$ cat src/rtl/victim_sel_pkg.sv
// Package: shared types and constants for the lockable victim selector.
// Assumes the way count is a power of two so that pointer wrap is a plain truncation.
package victim_sel_pkg;

    typedef enum logic {
        SIDE_DATA  = 1'b0,
        SIDE_INSTR = 1'b1
    } side_e;

    localparam int NUM_SIDES = 2;

endpackage

$ cat src/rtl/lock_reg_bank.sv
// Module: lock_reg_bank
// Holds one lock register per cache side and decodes the coprocessor-style access.
// Assumes a single-cycle access: the write lands at the clock edge and the read is combinational.
module lock_reg_bank #(
    parameter int NUM_WAYS = 4,
    parameter int DATA_W   = 32,
    parameter int REG_NUM  = 9,
    parameter int REG_CRM  = 0
) (
    input  logic                clk,
    input  logic                rst_n,
    input  logic                reg_en,
    input  logic                reg_wr,
    input  logic [3:0]          reg_num,
    input  logic [3:0]          reg_crm,
    input  logic [2:0]          reg_opc2,
    input  logic [NUM_WAYS-1:0] reg_wdata,
    output logic [DATA_W-1:0]   reg_rdata,
    output logic [NUM_WAYS-1:0] lock_data,
    output logic [NUM_WAYS-1:0] lock_instr
);
    import victim_sel_pkg::*;

    localparam int PAD_W = DATA_W - NUM_WAYS;

    logic  addr_hit;
    side_e acc_side;

    // Address decode: register number, CRm, and an opcode2 value of 0 or 1.
    always_comb begin
        addr_hit = reg_en && (reg_num == 4'(REG_NUM)) && (reg_crm == 4'(REG_CRM))
                   && (reg_opc2[2:1] == 2'b00);
        acc_side = side_e'(reg_opc2[0]);
    end

    // Lock register update on a decoded write.
    always_ff @(posedge clk) begin
        if (!rst_n) begin
            lock_data  <= '0;
            lock_instr <= '0;
        end else if (addr_hit && reg_wr) begin
            if (acc_side == SIDE_DATA) lock_data  <= reg_wdata;
            else                       lock_instr <= reg_wdata;
        end
    end

    // Read-back mux: lock bits on a decoded read, zero otherwise.
    always_comb begin
        reg_rdata = '0;
        if (addr_hit && !reg_wr)
            reg_rdata = {{PAD_W{1'b0}}, (acc_side == SIDE_DATA) ? lock_data : lock_instr};
    end

    AST_RDATA_UPPER_ZERO: assert property (@(posedge clk) disable iff (!rst_n)
        reg_rdata[DATA_W-1:NUM_WAYS] == '0);

endmodule

$ cat src/rtl/rr_way_picker.sv
// Module: rr_way_picker
// Round-robin victim choice among the unlocked ways of one cache side.
// Assumes NUM_WAYS is a power of two. When every way is locked, the last way is chosen and the pointer holds.
module rr_way_picker #(
    parameter int NUM_WAYS = 4,
    parameter int PTR_W    = $clog2(NUM_WAYS)
) (
    input  logic                clk,
    input  logic                rst_n,
    input  logic [NUM_WAYS-1:0] lock,
    input  logic                fill,
    output logic [NUM_WAYS-1:0] victim_oh
);
    logic [PTR_W-1:0] ptr_q;
    logic [PTR_W-1:0] pick;
    logic [PTR_W-1:0] idx;
    logic             found;

    // Scan from the pointer upward; a lower scan offset overrides a higher one.
    always_comb begin
        pick  = PTR_W'(NUM_WAYS - 1);
        found = 1'b0;
        idx   = '0;
        for (int i = NUM_WAYS - 1; i >= 0; i--) begin
            idx = ptr_q + PTR_W'(i);
            if (!lock[idx]) begin
                pick  = idx;
                found = 1'b1;
            end
        end
        victim_oh = '0;
        victim_oh[pick] = 1'b1;
    end

    // Pointer advance to the way above the victim, only when an unlocked way was found.
    always_ff @(posedge clk) begin
        if (!rst_n)              ptr_q <= '0;
        else if (fill && found)  ptr_q <= pick + PTR_W'(1);
    end

    AST_PICK_UNLOCKED: assert property (@(posedge clk) disable iff (!rst_n)
        !(&lock) |-> ((victim_oh & lock) == '0));

endmodule

$ cat src/rtl/lockable_victim_sel.sv
// Module: lockable_victim_sel (top)
// Selects the linefill way for a data or instruction cache, honouring per-way lock bits.
// Assumes one request per cycle at most. The one-hot result is registered and valid one cycle later.
module lockable_victim_sel #(
    parameter int NUM_WAYS = 4,
    parameter int DATA_W   = 32,
    parameter int REG_NUM  = 9,
    parameter int REG_CRM  = 0
) (
    input  logic                clk,
    input  logic                rst_n,
    input  logic                reg_en,
    input  logic                reg_wr,
    input  logic [3:0]          reg_num,
    input  logic [3:0]          reg_crm,
    input  logic [2:0]          reg_opc2,
    input  logic [NUM_WAYS-1:0] reg_wdata,
    output logic [DATA_W-1:0]   reg_rdata,
    input  logic                fill_req,
    input  logic                fill_side,
    output logic                way_valid,
    output logic [NUM_WAYS-1:0] way_sel
);
    import victim_sel_pkg::*;

    logic [NUM_WAYS-1:0] lock_data;
    logic [NUM_WAYS-1:0] lock_instr;
    logic [NUM_WAYS-1:0] side_lock [NUM_SIDES];
    logic [NUM_WAYS-1:0] side_victim [NUM_SIDES];
    logic [NUM_WAYS-1:0] req_lock;

    lock_reg_bank #(
        .NUM_WAYS(NUM_WAYS), .DATA_W(DATA_W), .REG_NUM(REG_NUM), .REG_CRM(REG_CRM)
    ) u_locks (
        .clk(clk), .rst_n(rst_n), .reg_en(reg_en), .reg_wr(reg_wr),
        .reg_num(reg_num), .reg_crm(reg_crm), .reg_opc2(reg_opc2),
        .reg_wdata(reg_wdata), .reg_rdata(reg_rdata),
        .lock_data(lock_data), .lock_instr(lock_instr)
    );

    // Route each side's lock register to its picker.
    always_comb begin
        side_lock[SIDE_DATA]  = lock_data;
        side_lock[SIDE_INSTR] = lock_instr;
        req_lock              = side_lock[fill_side];
    end

    for (genvar s = 0; s < NUM_SIDES; s++) begin : g_side
        rr_way_picker #(.NUM_WAYS(NUM_WAYS)) u_pick (
            .clk(clk), .rst_n(rst_n),
            .lock(side_lock[s]),
            .fill(fill_req && (fill_side == 1'(s))),
            .victim_oh(side_victim[s])
        );
    end

    // Output register: capture the requesting side's victim, clear when idle.
    always_ff @(posedge clk) begin
        if (!rst_n) begin
            way_valid <= 1'b0;
            way_sel   <= '0;
        end else begin
            way_valid <= fill_req;
            way_sel   <= fill_req ? side_victim[fill_side] : '0;
        end
    end

    AST_VALID_ONEHOT: assert property (@(posedge clk) disable iff (!rst_n)
        way_valid |-> ($countones(way_sel) == 1));
    AST_IDLE_ZERO: assert property (@(posedge clk) disable iff (!rst_n)
        !way_valid |-> (way_sel == '0));
    AST_REQ_GIVES_VALID: assert property (@(posedge clk) disable iff (!rst_n)
        fill_req |=> way_valid);
    AST_SKIP_LOCKED: assert property (@(posedge clk) disable iff (!rst_n)
        (fill_req && !(&req_lock)) |=> ((way_sel & $past(req_lock)) == '0));
    AST_ALL_LOCKED_LAST: assert property (@(posedge clk) disable iff (!rst_n)
        (fill_req && (&req_lock)) |=> (way_sel == {1'b1, {(NUM_WAYS-1){1'b0}}}));

endmodule

$ cat config.mk
export PLATFORM = sky130hd
export DESIGN_NAME = lockable_victim_sel
export DESIGN_NICKNAME = d
export VERILOG_FILES = /design/src/rtl/victim_sel_pkg.sv /design/src/rtl/lock_reg_bank.sv /design/src/rtl/rr_way_picker.sv /design/src/rtl/lockable_victim_sel.sv
export SDC_FILE = /design/constraint.sdc
export NUM_CORES = 1
export LEC_CHECK = 0
export BUFFER_PORTS_ARGS = -buffer_cell sky130_fd_sc_hd__buf_4
export CORE_MARGIN = 2
export CORE_UTILIZATION = 47
export CTS_BUF_LIST = sky130_fd_sc_hd__clkbuf_2 sky130_fd_sc_hd__clkbuf_4 sky130_fd_sc_hd__clkbuf_8
export DETAILED_ROUTE_END_ITERATION = 6
export PLACE_DENSITY = 0.91
export SLEW_MARGIN = 20
export SYNTH_ARGS = -nofsm -noshare
export SYNTH_HDL_FRONTEND = slang
export SYNTH_SLANG_ARGS = --single-unit
$ cat constraint.sdc
create_clock -name clk -period 1.8 [get_ports clk]
set_input_delay 0.36 -clock clk [delete_from_list [all_inputs] [get_ports clk]]
set_output_delay 0.36 -clock clk [all_outputs]
set_load 0.02 [all_outputs]
======== After elaboration in Yosys (flattened, before gate mapping) ========
Index checks and enable logic that the tools add are counted.
cells by class
  bitwise gates (word level) .............. 3
  equality and inequality tests ........... 1
  reductions and logical operators ........ 17
  order comparisons ....................... 13
  add/sub/neg operators ................... 8
  mux-type cells .......................... 41
operator list
  cell                                                                                 count
  2-bit by 3-bit < comparator with 1-bit output, second input constant                 10
  4-bit two-way mux                                                                    5
  1-bit two-way mux                                                                    18
  1-bit binary-select mux with 2-bit select                                            8
  2-bit two-way mux                                                                    8
  1-bit logical AND                                                                    11
  2-bit by 1-bit adder with 2-bit output, second input constant                        4
  2-bit adder, second input constant                                                   4
  2-bit AND reduction                                                                  3
  1-bit demux with 2-bit select                                                        2
  4-bit == test, second input constant                                                 1
  2-bit by 1-bit greater-or-equal comparator with 1-bit output, second input constant  2
  4-bit logical NOT                                                                    1
  2-bit greater-or-equal comparator, second input constant                             1
  2-bit logical NOT                                                                    1
  1-bit NOT                                                                            2
  1-bit NOT with 2-bit output                                                          1
  1-bit logical NOT                                                                    1
word-level totals
  word-level logic and storage cells ...... 89
  flip-flop bits (word level) ............. 17

======== Logic depth before layout (Yosys ltp) ========
  word-level depth ........................ 14
  depth in mapped cells ................... 6

======== By module ========
A second synthesis with hierarchy kept.
second synthesis, totals
  cell total of the unflattened synthesis .. 169
  area total of the unflattened synthesis .. 1390.1 µm²
modules (own cells, without submodules)
  module                            cells an instance  area an instance (µm²)  sequential area each (µm²)  times used
  lock_reg_bank                     74                 668.1                   160.2                       1
  rr_way_picker (g_side[0].u_pick)  39                 267.8                   40.0                        1
  rr_way_picker (g_side[1].u_pick)  38                 264.0                   40.0                        1
  lockable_victim_sel               18                 190.2                   100.1                       1

======== Worst setup path before layout ========
Ideal clock, no wire load.
  kind .................................... input to output
  from .................................... input port reg_crm[1]
  to ...................................... output port reg_rdata[0]
  cell stages on the path ................. 4
  arrival time ............................ 1.214 ns
  path slack .............................. 0.226 ns
  buffers on the path ..................... 0
  required time ........................... 1.440 ns
  cells stage by stage .................... nor4b_1 > and3_1 > nand2b_1 > nor2_1
on the way
  word-level cells in the longest chain between the ends .. 5
RTL lines
  item               RTL line                   source
  start, declared    lockable_victim_sel.sv:15  input logic [3:0] reg_crm,
  4-bit logical NOT  lock_reg_bank.sv:31        addr_hit = reg_en && (reg_num == 4'(REG_NUM)) && (reg_crm == 4'(REG_CRM))
  1-bit logical AND  lock_reg_bank.sv:31
  1-bit logical AND  lock_reg_bank.sv:32        && (reg_opc2[2:1] == 2'b00);
  1-bit logical AND  lock_reg_bank.sv:50        if (addr_hit && !reg_wr)
  4-bit two-way mux  lock_reg_bank.sv:50
  end, declared      lockable_victim_sel.sv:18  output logic [DATA_W-1:0] reg_rdata,
No other way between the ends.

======== Final worst setup path ========
  from .................................... input port reg_num[1]
  to ...................................... output port reg_rdata[3]
on the way
  word-level cells in the longest chain between the ends .. 6
RTL lines
  item                             RTL line                   source
  start, declared                  lockable_victim_sel.sv:14  input logic [3:0] reg_num,
  4-bit == test                    lock_reg_bank.sv:31
  1-bit logical AND (2 in series)  lock_reg_bank.sv:31
  1-bit logical AND                lock_reg_bank.sv:32
  1-bit logical AND                lock_reg_bank.sv:50
  4-bit two-way mux                lock_reg_bank.sv:50
No other way between the ends.

==> out/metrics.yaml <==
logic_synthesis:
  ys_seq_area_share_pct: 29.7
  ys_ff_latch: 17
  ys_async_sr_fraction_pct: 0
  netlist_instances: 147
  syn_avg_cell_area_um2: 7.79
  syn_area_mm2: 0.00114
  yosys.cell_types.count: 36
  yosysWarnings: 0
  synth_edf_count: 0
  synth_top_flop_cell: "dfxtp_1"
critical_path:
  startpoint_type: "input pin"
  reg2reg_to: "way_sel[1]"
  critPathMaxStageDelay_ns: 0.31
  cp_common_cell: "buf_4"
  end_kind: "output pin"
  cp_slowest_cell: "nor4bb_2"
  r2r_cells: 5
  r2r-start: "g_side[0].u_pick.ptr_q[1]"
  crit_fanout: 4
  reg2reg_slack_ns: 0.20
  crit_buf_inv: 2
  required_ns: 1.44
  cp.arrival_ns: 1.44
  cp_cell_sequence: "buf_4 -> nor4bb_2 -> and3_1 -> nand2b_1 -> nor2_1 -> buf_4"
  crit_family: "simple AND/OR/NAND/NOR gates"
  crit_type: "in2out"
sta:
  clock.fmax_mhz: 557
  slew_viol_final: 0
  finalCriticalPeriod_ns: 1.80
  setup_viol: 0
  final_hold_viol_count: 0
  fin_skew_ns: 0.00529
  tns_ns: 0
  finalCritPeriodShare_pct: 99.8
  holdWs_ns: 0.291
min_path:
  hold_start: "reg_wdata[1]"
  hold_depth: 3
  min_path_type: "in2reg"
  min_to: "u_locks.lock_instr[1]"
clock_tree:
  cts_buffer_depth: 2
  cts-root-buf: "clkbuf_4"
  clk_pin_slew_ns: 0.09
  tritoncts: "done"
  insertion_delay_ns: 0.30
  cts_resized: 0
  ctsHoldBuffers: 0
  cts_sinks: 17
  numCtsBuffers: 3
  htree_levels: 1
  postCtsSetupRepairBufs: 0
floorplanning:
  dieWidth_um: 53.4
  die_height_um: 53.4
  row_count: 17
  io_pins: 58
  initial_core_util_pct: 50.8
  coreArea_mm2: 0.00225
  die-area_mm2: 0.00285
outcome:
  status: "finished, final reports clean"
final_layout:
  diodes: 0
  finalNetCount: 198
  syn_to_final_growth_pct: 15.8
  drive_gt1_share_pct: 21.0
  fin_cells: 204
global_routing:
  grt_max_degree: 21
  grt_pass1_wl_um: 3700
  grt_pass1_vias: 837
  grt_util_all_layers_pct: 18.6
  antenna_found_initial: 0
  overflow: 0
routing:
  drc: 0
  avgRoutedWirePerCell_um: 12.4
  dr_total_vias: 1035
  dr.pass1.iters: 4
  vias_per_cell: 5.07
  antenna_left: 0
  drt-total-wl_um: 2530
  drtIter0Drc: 35
flow_run:
  drv_cap: 0
placed_design:
  gp_congestion: 0.783
  post-dp-hpwl_um: 1850
  io_buffers: 29
  dp_cells: 200
pwr:
  finalPower_w: 0.000772
  ir_worst_vdd_uv: 403
  powerDensity_mw_per_mm2: 582
  p_leak_nw: 0.582
synthesized netlist by cell type (2+ instances only):
| master | n | area (um^2) |
|---|---|---|
| dfxtp_1 | 17 | 340 |
| buf_4 | 28 | 210 |
| a21oi_1 | 4 | 20.0 |
| mux2i_1 | 9 | 90.1 |
| nor2_1 | 14 | 52.6 |
| o21ai_0 | 8 | 40.0 |
| clkbuf_1 | 4 | 15.0 |
| o22ai_1 | 2 | 12.5 |
| o211ai_1 | 3 | 22.5 |
| nand2_1 | 19 | 71.3 |
| nand2b_1 | 4 | 25.0 |
| nand4_1 | 2 | 12.5 |
| a32oi_1 | 2 | 17.5 |
| inv_1 | 3 | 11.3 |
| nand3_1 | 5 | 25.0 |
| mux2_1 | 2 | 22.5 |
| and3_1 | 2 | 12.5 |
cell usage in the layout, fill, tap and decap left out, types with 3 or more instances in the layout:
| master | netlist | routed |
|---|---|---|
| nand3_1 | 5 | 5 |
| conb_1 | 1 | 28 |
| o21ai_0 | 8 | 8 |
| buf_4 | 28 | 31 |
| nor2_1 | 14 | 14 |
| nand2b_1 | 4 | 4 |
| inv_1 | 3 | 3 |
| nand2_1 | 19 | 19 |
| mux2i_1 | 9 | 9 |
| dfxtp_1 | 17 | 17 |
| clkbuf_4 | 0 | 4 |
| a21oi_1 | 4 | 4 |
| o211ai_1 | 3 | 3 |
cell families after synthesis:
kind of cell | synth area share, %
simple gates | 22.0
buf+inv | 21.1
compound gates | 17.1
flops | 29.7
mux | 9.84
other cells | 0.328
layout make-up:
type / count / area [um^2]
fill: 196 / 928
tap: 28 / 35.0
timing repair buffer: 31 / 233
multi-input combinational: 121 / 677
sequential: 17 / 340
clock buffer: 4 / 30.0
inverter: 3 / 11.3
state kept, by name, summed over array words and instances, names as in the netlist:
register and count:
u_locks.lock_instr 4, u_locks.lock_data 4, way_valid 1, way_sel 4
g_side.u_pick.ptr_q 4
routing by layer:
metal / routed length [um] / GRT usage, % / vias to the layer above
met5: 0 / 0 / -
li1: - / - / 515
met2: 1270 / 31.7 / 54
met4: 60 / 9.83 / 0
met3: 194 / 4.24 / 7
met1: 1010 / 21.3 / 459
per-stage QoR:
step                      instance area (um^2)  util [%]  setup slack (ns)
after floorplan                           1250         -             0.226
after detailed placement                  1280      56.9            0.0141
after CTS                                 1310      58.3            0.0164
final                                     1330      58.8           0.00306
after global routing                      1330      58.8           -0.0629
after global placement                    1280      56.9            0.0873
how the worst max path moves through the flow:
stage	from	to	slack (ns)	depth (start not counted)
global placement	reg_crm[1]	reg_rdata[3]	0.09	6
floorplan	reg_crm[1]	reg_rdata[0]	0.23	4
detailed placement	reg_num[1]	reg_rdata[3]	0.01	6
global route	reg_num[1]	reg_rdata[0]	-0.06	6
finish	reg_num[1]	reg_rdata[3]	0.003	6
CTS	reg_num[1]	reg_rdata[3]	0.02	6
report_power, final:
group / switching, W / internal (W) / total [W] / leakage (nW)
Clock: 0.000117 / 0.000101 / 0.000219 / 0.0184
Combinational: 0.000106 / 0.0000569 / 0.000163 / 0.426
Sequential: 0.00000660 / 0.000384 / 0.000391 / 0.138
tightest hold or removal path, delay by kind of cell:
family                 cells  cell delay, ns
AO/OA/AOI/OAI              1            0.06
AND/OR/NAND/NOR            1            0.06
buffers and inverters      1            0.08
(Power assumes the default switching activity.)
